<file path="config.mk">
export PLATFORM = sky130hd
export DESIGN_NAME = sample_strobe_gen
export DESIGN_NICKNAME = d
export VERILOG_FILES = /design/src/rtl/sstb_pkg.sv /design/src/rtl/ssg_ctl_regs.sv /design/src/rtl/ssg_half_timer.sv /design/src/rtl/ssg_rate_div.sv /design/src/rtl/sample_strobe_gen.sv
export SDC_FILE = /design/constraint.sdc
export NUM_CORES = 1
export LEC_CHECK = 0
export BUFFER_PORTS_ARGS = -buffer_cell sky130_fd_sc_hd__buf_4
export CAP_MARGIN = 20
export CORE_ASPECT_RATIO = 0.6
export CORE_UTILIZATION = 25
export CTS_CLUSTER_DIAMETER = 80
export DETAILED_ROUTE_END_ITERATION = 6
export GPL_TIMING_DRIVEN = 0
export PLACE_DENSITY = 0.51
export SYNTH_ARGS = -nofsm -noshare
export SYNTH_HDL_FRONTEND = slang
export SYNTH_SLANG_ARGS = --single-unit
</file>
<file path="constraint.sdc">
create_clock -name clk -period 2.81 [get_ports clk]
set_input_delay 0.281 -clock clk [delete_from_list [all_inputs] [get_ports clk]]
set_output_delay 0.281 -clock clk [all_outputs]
set_load 0.02 [all_outputs]
</file>
<file path="src/rtl/sstb_pkg.sv">
`timescale 1ns/1ps
package sstb_pkg;
  localparam int N_CONS     = 3;
  localparam int MULT_W     = 4;
  localparam int BASE_HALVES = 2;

  typedef logic [1:0] ratio_code_t;
  typedef logic [2:0] rate_code_t;

  typedef enum logic [1:0] {
    SEL_CTL  = 2'd0,
    SEL_CONV = 2'd1,
    SEL_PROC = 2'd2,
    SEL_SER  = 2'd3
  } reg_sel_e;

  // Period of a consumer expressed in half base periods.
  function automatic logic [MULT_W-1:0] half_mult(input rate_code_t code);
    case (code)
      3'd0:    half_mult = 4'd1;
      3'd1:    half_mult = 4'd2;
      3'd2:    half_mult = 4'd3;
      3'd3:    half_mult = 4'd4;
      3'd4:    half_mult = 4'd6;
      3'd5:    half_mult = 4'd8;
      3'd6:    half_mult = 4'd12;
      default: half_mult = 4'd2;
    endcase
  endfunction
endpackage

</file>
<file path="src/rtl/ssg_ctl_regs.sv">
`timescale 1ns/1ps
module ssg_ctl_regs
  import sstb_pkg::*;
(
  input  logic                     clk,
  input  logic                     rst_n,
  input  logic                     reg_we,
  input  logic [1:0]               reg_sel,
  input  logic [3:0]               reg_wdata,
  output logic                     src_q,
  output ratio_code_t              ratio_q,
  output logic                     en_q,
  output logic [N_CONS-1:0][2:0]   rate_q,
  output logic                     restart
);
  logic [3:0] new_ctl;
  logic       changed;

  // Selecting the synthesiser forces the ratio field to the top code.
  always_comb begin
    new_ctl = {reg_wdata[3], (reg_wdata[3] ? 2'b11 : reg_wdata[2:1]), reg_wdata[0]};
    if (reg_sel == SEL_CTL)
      changed = (new_ctl != {src_q, ratio_q, en_q});
    else
      changed = (reg_wdata[2:0] != rate_q[reg_sel - 2'd1]);
    restart = reg_we && changed;
  end

  always_ff @(posedge clk or negedge rst_n) begin
    if (!rst_n) begin
      src_q   <= 1'b0;
      ratio_q <= 2'b00;
      en_q    <= 1'b0;
      rate_q  <= '0;
    end else if (reg_we) begin
      if (reg_sel == SEL_CTL) begin
        src_q   <= new_ctl[3];
        ratio_q <= new_ctl[2:1];
        en_q    <= new_ctl[0];
      end else begin
        rate_q[reg_sel - 2'd1] <= reg_wdata[2:0];
      end
    end
  end
endmodule

</file>
<file path="src/rtl/ssg_half_timer.sv">
`timescale 1ns/1ps
module ssg_half_timer
  import sstb_pkg::*;
#(
  parameter int UNIT = 256
) (
  input  logic        clk,
  input  logic        rst_n,
  input  logic        run,
  input  logic        clear,
  input  ratio_code_t ratio,
  output logic        tick
);
  localparam int HALF_UNIT = UNIT / 2;
  localparam int HC_W      = $clog2(HALF_UNIT * 4);

  logic [HC_W:0]   prod;
  logic [HC_W-1:0] limit;
  logic [HC_W-1:0] hcnt;

  // Half base period = HALF_UNIT * (ratio code + 1) core cycles.
  always_comb begin
    prod  = (HC_W+1)'(HALF_UNIT) * (HC_W+1)'({1'b0, ratio} + 3'd1);
    limit = HC_W'(prod - (HC_W+1)'(1));
  end

  assign tick = run && (hcnt == limit);

  always_ff @(posedge clk or negedge rst_n) begin
    if (!rst_n)
      hcnt <= '0;
    else if (clear || !run)
      hcnt <= '0;
    else if (tick)
      hcnt <= '0;
    else
      hcnt <= hcnt + 1'b1;
  end
endmodule

</file>
<file path="src/rtl/ssg_rate_div.sv">
`timescale 1ns/1ps
module ssg_rate_div
  import sstb_pkg::*;
(
  input  logic              clk,
  input  logic              rst_n,
  input  logic              run,
  input  logic              clear,
  input  logic              tick,
  input  logic [MULT_W-1:0] mult,
  output logic              stb
);
  logic [MULT_W-1:0] scnt;
  logic [MULT_W-1:0] last;

  assign last = MULT_W'(mult - 4'd1);
  assign stb  = run && tick && (scnt == last);

  always_ff @(posedge clk or negedge rst_n) begin
    if (!rst_n)
      scnt <= '0;
    else if (clear || !run)
      scnt <= '0;
    else if (tick)
      scnt <= (scnt == last) ? '0 : scnt + 1'b1;
  end
endmodule

</file>
<file path="src/rtl/sample_strobe_gen.sv">
`timescale 1ns/1ps
module sample_strobe_gen
  import sstb_pkg::*;
#(
  parameter int UNIT = 256
) (
  input  logic       clk,
  input  logic       rst_n,
  input  logic       reg_we,
  input  logic [1:0] reg_sel,
  input  logic [3:0] reg_wdata,
  output logic [3:0] ctl_readback,
  output logic       base_stb,
  output logic       conv_stb,
  output logic       proc_stb,
  output logic       ser_stb
);
  localparam int N_CH = N_CONS + 1;

  logic                   src_q;
  logic                   en_q;
  logic                   restart;
  logic                   half_tick;
  ratio_code_t            ratio_q;
  logic [N_CONS-1:0][2:0] rate_q;
  logic [N_CH-1:0][MULT_W-1:0] mult;
  logic [N_CH-1:0]        stb;

  ssg_ctl_regs u_regs (
    .clk       (clk),
    .rst_n     (rst_n),
    .reg_we    (reg_we),
    .reg_sel   (reg_sel),
    .reg_wdata (reg_wdata),
    .src_q     (src_q),
    .ratio_q   (ratio_q),
    .en_q      (en_q),
    .rate_q    (rate_q),
    .restart   (restart)
  );

  ssg_half_timer #(.UNIT(UNIT)) u_half (
    .clk   (clk),
    .rst_n (rst_n),
    .run   (en_q),
    .clear (restart),
    .ratio (ratio_q),
    .tick  (half_tick)
  );

  // Channel 0 is the base rate; channels 1..N_CONS are the consumers.
  assign mult[0] = MULT_W'(BASE_HALVES);

  generate
    for (genvar i = 0; i < N_CONS; i++) begin : g_mult
      assign mult[i+1] = half_mult(rate_q[i]);
    end
    for (genvar c = 0; c < N_CH; c++) begin : g_ch
      ssg_rate_div u_div (
        .clk   (clk),
        .rst_n (rst_n),
        .run   (en_q),
        .clear (restart),
        .tick  (half_tick),
        .mult  (mult[c]),
        .stb   (stb[c])
      );
    end
  endgenerate

  assign ctl_readback = {src_q, ratio_q, en_q};
  assign base_stb     = stb[0];
  assign conv_stb     = stb[1];
  assign proc_stb     = stb[2];
  assign ser_stb      = stb[3];
endmodule

</file>
==> impl_metrics.ini <==
[grt]
grt_pass1_vias = 1733
globalRouteTotalUtil = 0.1217
grt_overflow_total = 0
grt_pass1_wl_um = 9252
grt_max_degree = 39
antenna_found_initial = 0

[floorplanning]
start_util = 0.2664
rows = 26
die_w_um = 126.9
die_h_um = 76.94
die-area_mm2 = 0.009763
ios = 17
fp.coreArea_mm2 = 0.008783

[critical_path]
end_kind = output pin
worst_path_max_delay_cell = dfrtp_1
crit_chain = xnor2_1, and3_1, nand2_1, buf_2, nor3_2, buf_4
cp_data_required_time_ns = 2.53
crit_cells = 6
critPathLaunch = u_regs.ratio_q[0]
start_kind = flop
cp_max_fo = 10
cp.arrival_ns = 2.22
r2r_start = u_regs.ratio_q[1]
worstRegToRegCells = 6
crit_type = flop to output pin
cp_top_family = simple AND/OR/NAND/NOR gates
worst-r2r-setup-slack_ns = 0.58
setup.worst_path.end = conv_stb
critPathBufInv = 2
reg2reg_to = u_half.hcnt[7]
max_stage_delay_ns = 0.44

[synth]
ys_top_cells_by_area = dfrtp_1, xnor2_1, ha_1
syn_area_mm2 = 0.002340
synth_top_area_frac = 0.4064
yosys-top-cells-count = dfrtp_1, nand2_1, xnor2_1
async_flop_share = 1.000
yosysMostFrequentCell = dfrtp_1
seq_area_frac_synth = 0.4064
synth_cells = 239
synth_seq_cells = 38
synthDistinctLibCells = 40
synth_nets = 258
avgSynthCellArea_um2 = 9.790
synth_edf_count = 0
yosys.area.top_type = dfrtp_1
synth_top_flop_cell = dfrtp_1
yosysWarnings = 0

[clock_tree]
cts_resized = 0
clock_path_buffers = 2
clock-root-buffer = clkbuf_16
clock_latency_ns = 0.28
cts_buffers = 5
cts_sinks = 38
htree_num_levels = 2
cts_tree = yes
cts.clk_slew.worst_paths_ns = 0.06

[hold_path]
min_path_type = input pin to flop

[final_layout]
area_delta_synth_final_pct = 18.18
drive_gt1_frac = 0.1870
ff_latch_area_um2 = 950.9
final_core_util = 0.3148
final_nets = 280
multi_input_area_mm2 = 0.001277
antenna_cells = 0
nFillCells = 907
instances_no_fill = 374

[run_status]
status = finished clean

[power]
p_leak_nw = 1.129
p_total_mw = 1.639
powerDensity_mw_per_mm2 = 592.7
ir_drop_mv = 0.4040

[detailed_routing]
vias_per_cell = 4.725
ant_nets = 0
routedWlPerCell_um = 14.27
drtIter0Drc = 117
wl_um = 5337
drtPass1Iterations = 4
vias = 1767
drc = 0

[sta]
setup_viol = 0
setup_slack_ns = 0.3061
max_freq_ghz = 0.3994
fin_crit_sh = 0.8911
slew_headroom = 0.5085
setup-tns-final_ns = 0
finalHoldViolations = 0
worst_pin_slew_ns = 0.7359
drv_slew = 0
fin_skew_ns = 0.007331
rsz0062_at_grt = false
fin_crit_ns = 2.504

[placed_design]
dp_cells = 365
hpwl_um = 3967
gp_congestion = 0.7388
pre_cts_ws_ns = 0.3524
io_buffers = 14

[run]
drv_cap = 0
[layer usage]
metal | global-route usage | vias to the layer above | share of wire
li1 | - | 891 | -
met1 | 0.1917 | 856 | 0.59
met2 | 0.1588 | 18 | 0.37
met3 | 0.02931 | 2 | 0.033
met4 | 0.03214 | 0 | 0.0039
met5 | 0 | - | 0
[registers in the layout, summed over array words and instances (netlist names)]
name and count:
g_ch.u_div.scnt 16, u_half.hcnt 9, u_regs.rate_q 9, u_regs.ratio_q 2, u_regs.en_q 1, u_regs.src_q 1
[metrics by stage]
stage               hold slack [ns]  area, µm²
floorplan                  -0.01459       2340
global placement             0.2905       2585
detailed placement           0.2891       2585
CTS                          0.2843       2765
global route                 0.2954       2765
finish                       0.2904       2765
[where the power goes]
part           switching (mW)  internal (mW)
Combinational           0.172          0.159
Clock                   0.229          0.418
Sequential             0.0702          0.590
[worst min-delay path by stage]
stage	start	endpoint	slack, ns	cells after the start
floorplan	rst_n	g_ch[0].u_div.scnt[0]	-0.01	0
global placement	rst_n	u_half.hcnt[2]	0.29	1
detailed placement	rst_n	u_half.hcnt[2]	0.29	1
CTS	reg_wdata[0]	u_regs.rate_q[6]	0.28	2
global route	reg_wdata[0]	u_regs.rate_q[6]	0.30	2
finish	reg_wdata[0]	u_regs.rate_q[6]	0.29	2
[cell type report]
type	instances	share of cell area
multi-input combinational	184	0.4620
clock inverter	3	0.01629
buffer	10	0.03077
inverter	7	0.009502
timing repair buffer	15	0.04163
clock buffer	5	0.04525
sequential	38	0.3439
tap	112	0.05068
[cell families after synthesis]
kind of cell | after synthesis | synth area share
AND/OR/NAND/NOR | 98 | 0.2348
adder cells (fa/ha/maj) | 10 | 0.05348
multiplexers | 14 | 0.06578
buffers and inverters | 17 | 0.04759
XOR/XNOR | 27 | 0.1011
AO/OA/AOI/OAI | 35 | 0.09091
flip-flops | 38 | 0.4064
[cells in the final DEF (no fill, tap or decap), types with 4 or more instances in the layout]
cell and count:
dfrtp_1 38, nand2_1 27, xnor2_1 16, buf_4 16, a21oi_1 14, nor3_1 13, xor2_1 11, mux2_2 11
nor2_1 10, o21ai_0 10, ha_1 10, inv_1 7, nand4_1 6, nand3_1 6, nand4b_1 6, buf_6 5
and3_1 5, clkbuf_16 5, nor2b_1 4
[what timing repair did]
action	4_1_cts	5_1_grt
hold endpoints to repair	38	0
buffers inserted	0	0
hold buffers	1	0
(Power assumes the default switching activity.)
